==> config.mk <==
export PLATFORM = sky130hd
export DESIGN_NAME = codec_link_wrst
export DESIGN_NICKNAME = d
export VERILOG_FILES = /design/src/rtl/wrst_pkg.sv /design/src/rtl/wrst_link_activity.sv /design/src/rtl/wrst_pulse_timer.sv /design/src/rtl/codec_link_wrst.sv
export SDC_FILE = /design/constraint.sdc
export NUM_CORES = 1
export LEC_CHECK = 0
export BUFFER_PORTS_ARGS = -buffer_cell sky130_fd_sc_hd__buf_2
export CORE_ASPECT_RATIO = 1.2
export CORE_MARGIN = 5
export CORE_UTILIZATION = 40
export CTS_CLUSTER_DIAMETER = 60
export DETAILED_ROUTE_END_ITERATION = 16
export HOLD_SLACK_MARGIN = 0.03
export SLEW_MARGIN = 5
export SYNTH_ARGS = -nofsm -noshare
export SYNTH_HDL_FRONTEND = slang
export SYNTH_SLANG_ARGS = --single-unit
==> constraint.sdc <==
create_clock -name clk -period 4.2 [get_ports clk]
set_clock_uncertainty 0.05 [all_clocks]
set_input_delay 0.84 -clock clk [delete_from_list [all_inputs] [get_ports clk]]
set_output_delay 0.84 -clock clk [all_outputs]
set_load 0.05 [all_outputs]
==> src/rtl/wrst_pkg.sv <==
`timescale 1ns/1ps
package wrst_pkg;
    // Read-back field positions decoded by host software
    localparam int unsigned WRST_POS = 2;
    localparam int unsigned LINK_POS = 3;
    localparam int unsigned RD_W_DEF = 8;
endpackage

==> src/rtl/wrst_link_activity.sv <==
`timescale 1ns/1ps
module wrst_link_activity #(
    parameter int unsigned SYNC_STAGES = 2,
    parameter int unsigned IDLE_WINDOW = 64
) (
    input  logic clk,
    input  logic rst_n,
    input  logic bit_clk_i,
    output logic active_o
);
    localparam int unsigned CW = (IDLE_WINDOW > 2) ? $clog2(IDLE_WINDOW) : 1;
    localparam logic [CW-1:0] RELOAD = CW'(IDLE_WINDOW - 1);

    typedef struct packed {
        logic [SYNC_STAGES-1:0] sync;
        logic                   prev;
        logic [CW-1:0]          cnt;
        logic                   active;
    } det_t;

    det_t st_q, st_d;
    logic edge_seen;

    always_comb begin
        st_d      = st_q;
        st_d.sync = {st_q.sync[SYNC_STAGES-2:0], bit_clk_i};
        st_d.prev = st_q.sync[SYNC_STAGES-1];
        edge_seen = st_q.sync[SYNC_STAGES-1] ^ st_q.prev;
        if (edge_seen) begin
            st_d.cnt    = RELOAD;
            st_d.active = 1'b1;
        end else if (st_q.cnt != '0) begin
            st_d.cnt = st_q.cnt - 1'b1;
        end else begin
            st_d.active = 1'b0;
        end
    end

    always_ff @(posedge clk or negedge rst_n) begin
        if (!rst_n) st_q <= '0;
        else        st_q <= st_d;
    end

    assign active_o = st_q.active;

    // a synchronized edge marks the link active on the next cycle
    p_edge_sets_active_r7: assert property (@(posedge clk) disable iff (!rst_n)
        edge_seen |=> st_q.active);
    // an exhausted window with no fresh edge drops the link flag
    p_idle_clears_r8: assert property (@(posedge clk) disable iff (!rst_n)
        (st_q.cnt == '0 && !edge_seen) |=> !st_q.active);
    // window counter only ever counts down between edges
    p_window_down_r8: assert property (@(posedge clk) disable iff (!rst_n)
        (!edge_seen && st_q.cnt != '0) |=> st_q.cnt == $past(st_q.cnt) - 1'b1);
endmodule

==> src/rtl/wrst_pulse_timer.sv <==
`timescale 1ns/1ps
module wrst_pulse_timer #(
    parameter int unsigned PULSE_CYCLES = 32
) (
    input  logic clk,
    input  logic rst_n,
    input  logic req_i,
    input  logic link_active_i,
    output logic busy_o
);
    localparam int unsigned CW = $clog2(PULSE_CYCLES + 1);
    localparam logic [CW-1:0] LOAD = CW'(PULSE_CYCLES - 1);

    typedef struct packed {
        logic          busy;
        logic [CW-1:0] cnt;
    } tmr_t;

    tmr_t st_q, st_d;
    logic accept;

    always_comb begin
        st_d   = st_q;
        accept = req_i && !link_active_i && !st_q.busy;
        if (accept) begin
            st_d.busy = 1'b1;
            st_d.cnt  = LOAD;
        end else if (st_q.busy) begin
            if (st_q.cnt == '0) st_d.busy = 1'b0;
            else                st_d.cnt  = st_q.cnt - 1'b1;
        end
    end

    always_ff @(posedge clk or negedge rst_n) begin
        if (!rst_n) st_q <= '0;
        else        st_q <= st_d;
    end

    assign busy_o = st_q.busy;

    // a pulse can only begin out of an idle link
    p_start_gated_r2: assert property (@(posedge clk) disable iff (!rst_n)
        $rose(st_q.busy) |-> $past(!link_active_i));
    // request during active link leaves the flag low
    p_active_blocks_r3: assert property (@(posedge clk) disable iff (!rst_n)
        (req_i && link_active_i && !st_q.busy) |=> !st_q.busy);
    // the flag drops only after the count has run out
    p_pulse_len_r4: assert property (@(posedge clk) disable iff (!rst_n)
        $fell(st_q.busy) |-> $past(st_q.cnt) == '0);
    // a running pulse keeps counting down, even under new requests
    p_no_restart_r5: assert property (@(posedge clk) disable iff (!rst_n)
        (st_q.busy && st_q.cnt != '0) |=> (st_q.busy && st_q.cnt == $past(st_q.cnt) - 1'b1));
endmodule

==> src/rtl/codec_link_wrst.sv <==
`timescale 1ns/1ps
module codec_link_wrst #(
    parameter int unsigned PULSE_CYCLES = 32,
    parameter int unsigned IDLE_WINDOW  = 64,
    parameter int unsigned SYNC_STAGES  = 2,
    parameter int unsigned RD_W         = wrst_pkg::RD_W_DEF
) (
    input  logic            clk,
    input  logic            rst_n,
    input  logic            wr_en,
    input  logic            wr_data,
    input  logic            bit_clk,
    input  logic            frame_sync_in,
    output logic            sync_out,
    output logic [RD_W-1:0] rd_data
);
    import wrst_pkg::*;

    logic link_active;
    logic wrst_flag;

    wrst_link_activity #(
        .SYNC_STAGES (SYNC_STAGES),
        .IDLE_WINDOW (IDLE_WINDOW)
    ) u_activity (
        .clk       (clk),
        .rst_n     (rst_n),
        .bit_clk_i (bit_clk),
        .active_o  (link_active)
    );

    wrst_pulse_timer #(
        .PULSE_CYCLES (PULSE_CYCLES)
    ) u_timer (
        .clk           (clk),
        .rst_n         (rst_n),
        .req_i         (wr_en && wr_data),
        .link_active_i (link_active),
        .busy_o        (wrst_flag)
    );

    always_comb begin
        rd_data           = '0;
        rd_data[WRST_POS] = wrst_flag;
        rd_data[LINK_POS] = link_active;
    end

    assign sync_out = wrst_flag ? 1'b1 : frame_sync_in;

    // SYNC is forced high for the whole pulse
    p_sync_forced_r6: assert property (@(posedge clk) disable iff (!rst_n)
        rd_data[WRST_POS] |-> sync_out);
    // no stray bits in the read-back word
    p_read_mask_r9: assert property (@(posedge clk) disable iff (!rst_n)
        $countones(rd_data) <= 2);
    // a zero write never starts a pulse
    p_zero_write_r10: assert property (@(posedge clk) disable iff (!rst_n)
        (wr_en && !wr_data && !rd_data[WRST_POS]) |=> !rd_data[WRST_POS]);
endmodule

==> metrics <==
RSZ-0062 raised after global routing no; Slew Limit Headroom 0.598; DR WL/cell 12.0 microns; hold bufs inserted after CTS 0; layout cells sized above 1 0.152; Slew @ Worst Pin ~0.6 ns; final worst path period need 2.29 ns; DP HPWL about 1200 microns; drt via density 4.90; Pleak 0.000411 uW; crit start category primary input; Tot GR Track Use 0.109; antenna violations before repair 0; FF-to-FF setup slack 2.37 ns; GRT overflow 0; Routed WL approximately 1600 microns; pwr dens about 550 mW/mm^2; max cap viols 0; Max rail drop VDD 0.234 mV; Final GP Congestion 0.821; Layout area overhead 6.60%; Yosys warning total 0; Mapped Area 910 sq um; pre-CTS WS 1.91 ns; Setup-failing EPs final 0; Die H 62.2 microns; CP endpoint kind primary output; CP max FO 1; Final Max Slew Viols 0; Starting Density 0.407; Avg Inst Size Synth 10.0 sq um; Die ar. ~0.0033 sq mm; # Post-CTS Setup Buffers 0; Setup CP Type primary input to primary output; layout net count 110; Routed Antenna Nets 0; final worst slack approximately 1.9 ns; clk slew on worst S/H paths 0.10 ns; FP Rows 19; largest net degree at the start of global routing 18; Iter 0 DRT Violations 17; Final Util 0.434; Distinct cells, synth 32; core area 0.00223 sq mm; first-pass GRT wire length between 2000 and 3000 microns; H-tree Lvls 1; clock latency on the worst-skew pair 0.29 ns; clk root buf clkbuf_4; worst endpoint data arrival time 1.40 ns; Max Clk Rate between 400 and 500 MHz; Synth Register Bits 17; Design Power 532 uW; final hold vios 0; via count of the first global-routing pass 624; CTS Sinks 17; switching portion of total power 0.398; post-cts gate resize count 0; Tcrit/Tclk final 0.545; DR DRC count 0; DRT Pass-1 Iters 4; clock power share 0.166; status finished, final reports clean; CTS Buffer Depth 2; Internal 320 uW; worst endpoint required time 3.31 ns; Gate power share 0.359; P_sw 212 uW; Min Hold Slack 0.294 ns; IO buf count 8; register share of total power 0.476; antenna fix cells 0; CTS Buf Count 3; Seq/Total Area, Yosys 0.468; vias 637; Die Span X 53.5 microns; Sum Neg Setup Slack 0 ns; IO Pins 15; CTS tree built; post-synthesis cell count 91; HP Class register to register; fill count 232
==> final timing paths <==
check	from	to	depth (start not counted)
min reg2reg	u_activity.st_d[9]	u_activity.st_d[7]	0
min	u_activity.st_d[9]	u_activity.st_d[7]	0
max reg2reg	u_timer.st_q[0]	u_timer.st_q[1]	5
max in group asynchronous	rst_n	u_timer.st_q[3]	1
max	frame_sync_in	sync_out	3
min in group asynchronous	rst_n	u_timer.st_q[4]	1
==> logic make-up after synthesis <==
group,count (synthesis),share of synthesized area
fa+ha+maj,4,0.0550
other cells,1,0.00412
compound gates,20,0.146
xor+xnor,1,0.00963
mux,2,0.0220
buf+inv,15,0.0949
simple gates,31,0.201
flops,17,0.468
==> metal layers <==
metal  global-route usage  vias to the layer above  wire length [microns]
li1                     -                      322                      -
met1                0.130                      296                    675
met2                0.164                       17                    775
met3               0.0574                        2                    107
met4               0.0383                        0                      6
met5                    0                        -                      0
==> power by group through the flow <==
| stage | Clock, uW | Sequential, uW | Combinational (uW) |
|---|---|---|---|
| 6_report | 88.0 | 253 | 191 |
| 5_1_grt | 100 | 260 | 214 |
| 4_1_cts | 91.3 | 252 | 194 |
| 3_5_place_dp | 0 | 255 | 192 |
| 3_3_place_gp | 0 | 253 | 187 |
| 2_1_floorplan | 0 | 243 | 171 |
==> state kept, by name (all words and copies together), names as in the netlist <==
| register | cells |
|---|---|
| u_activity.st_d | 2 |
| u_timer.busy_o | 1 |
| u_activity.active_o | 1 |
| u_timer.st_q | 6 |
| u_activity.st_q | 7 |
==> cells in the final DEF, fill, tap and decap left out, types with 4 or more instances in the layout <==
master,instances
dfrtp_1,17
buf_2,8
inv_1,6
conb_1,6
nor2_1,5
o21ai_0,5
nand2_1,4
nor2b_1,4
o31ai_1,4
nor3_1,4
a21oi_1,4
ha_1,4
==> critical path, stage by stage <==
cell   delay (ns)
buf_2        0.09
or2_2        0.26
buf_2        0.21
==> synthesized netlist by cell type (all sizes together) <==
| master | instances | area share |
|---|---|---|
| dfrtp | 17 | 0.47 |
| buf | 8 | 0.066 |
| inv | 6 | 0.025 |
| o21ai | 6 | 0.033 |
| nor2 | 5 | 0.021 |
| o31ai | 5 | 0.047 |
| a21oi | 4 | 0.022 |
| ha | 4 | 0.055 |
| nand2 | 4 | 0.017 |
| nor2b | 4 | 0.028 |
| nor3 | 4 | 0.022 |
| nand3 | 3 | 0.017 |
| mux2i | 2 | 0.022 |
| o211ai | 2 | 0.017 |
| o311ai | 2 | 0.019 |
| or3 | 2 | 0.019 |
| or3b | 2 | 0.019 |
| a21boi | 1 | 0.0083 |
| and3 | 1 | 0.0069 |
| and4bb | 1 | 0.014 |
| clkbuf | 1 | 0.0041 |
| conb | 1 | 0.0041 |
| nand2b | 1 | 0.0069 |
| nand4 | 1 | 0.0069 |
| nor4b | 1 | 0.0096 |
| or2 | 1 | 0.0069 |
| or4 | 1 | 0.0083 |
| xnor2 | 1 | 0.0096 |
==> layout make-up <==
type	instances	area, sq um	share of cell area
Clock buffer	4	26.3	0.0271
Inverter	6	22.5	0.0232
Multi-Input combinational cell	64	417	0.430
Sequential cell	17	425	0.439
Tap cell	31	38.8	0.0400
Timing Repair Buffer	8	40.0	0.0413
==> metrics by stage <==
step / area, sq um / std cells
after floorplan: 928 / 96
after global placement: 943 / 126
after detailed placement: 943 / 126
after CTS: 970 / 130
after global routing: 970 / 130
final: 970 / 130
Note: power is estimated with default switching activity, not from simulation.
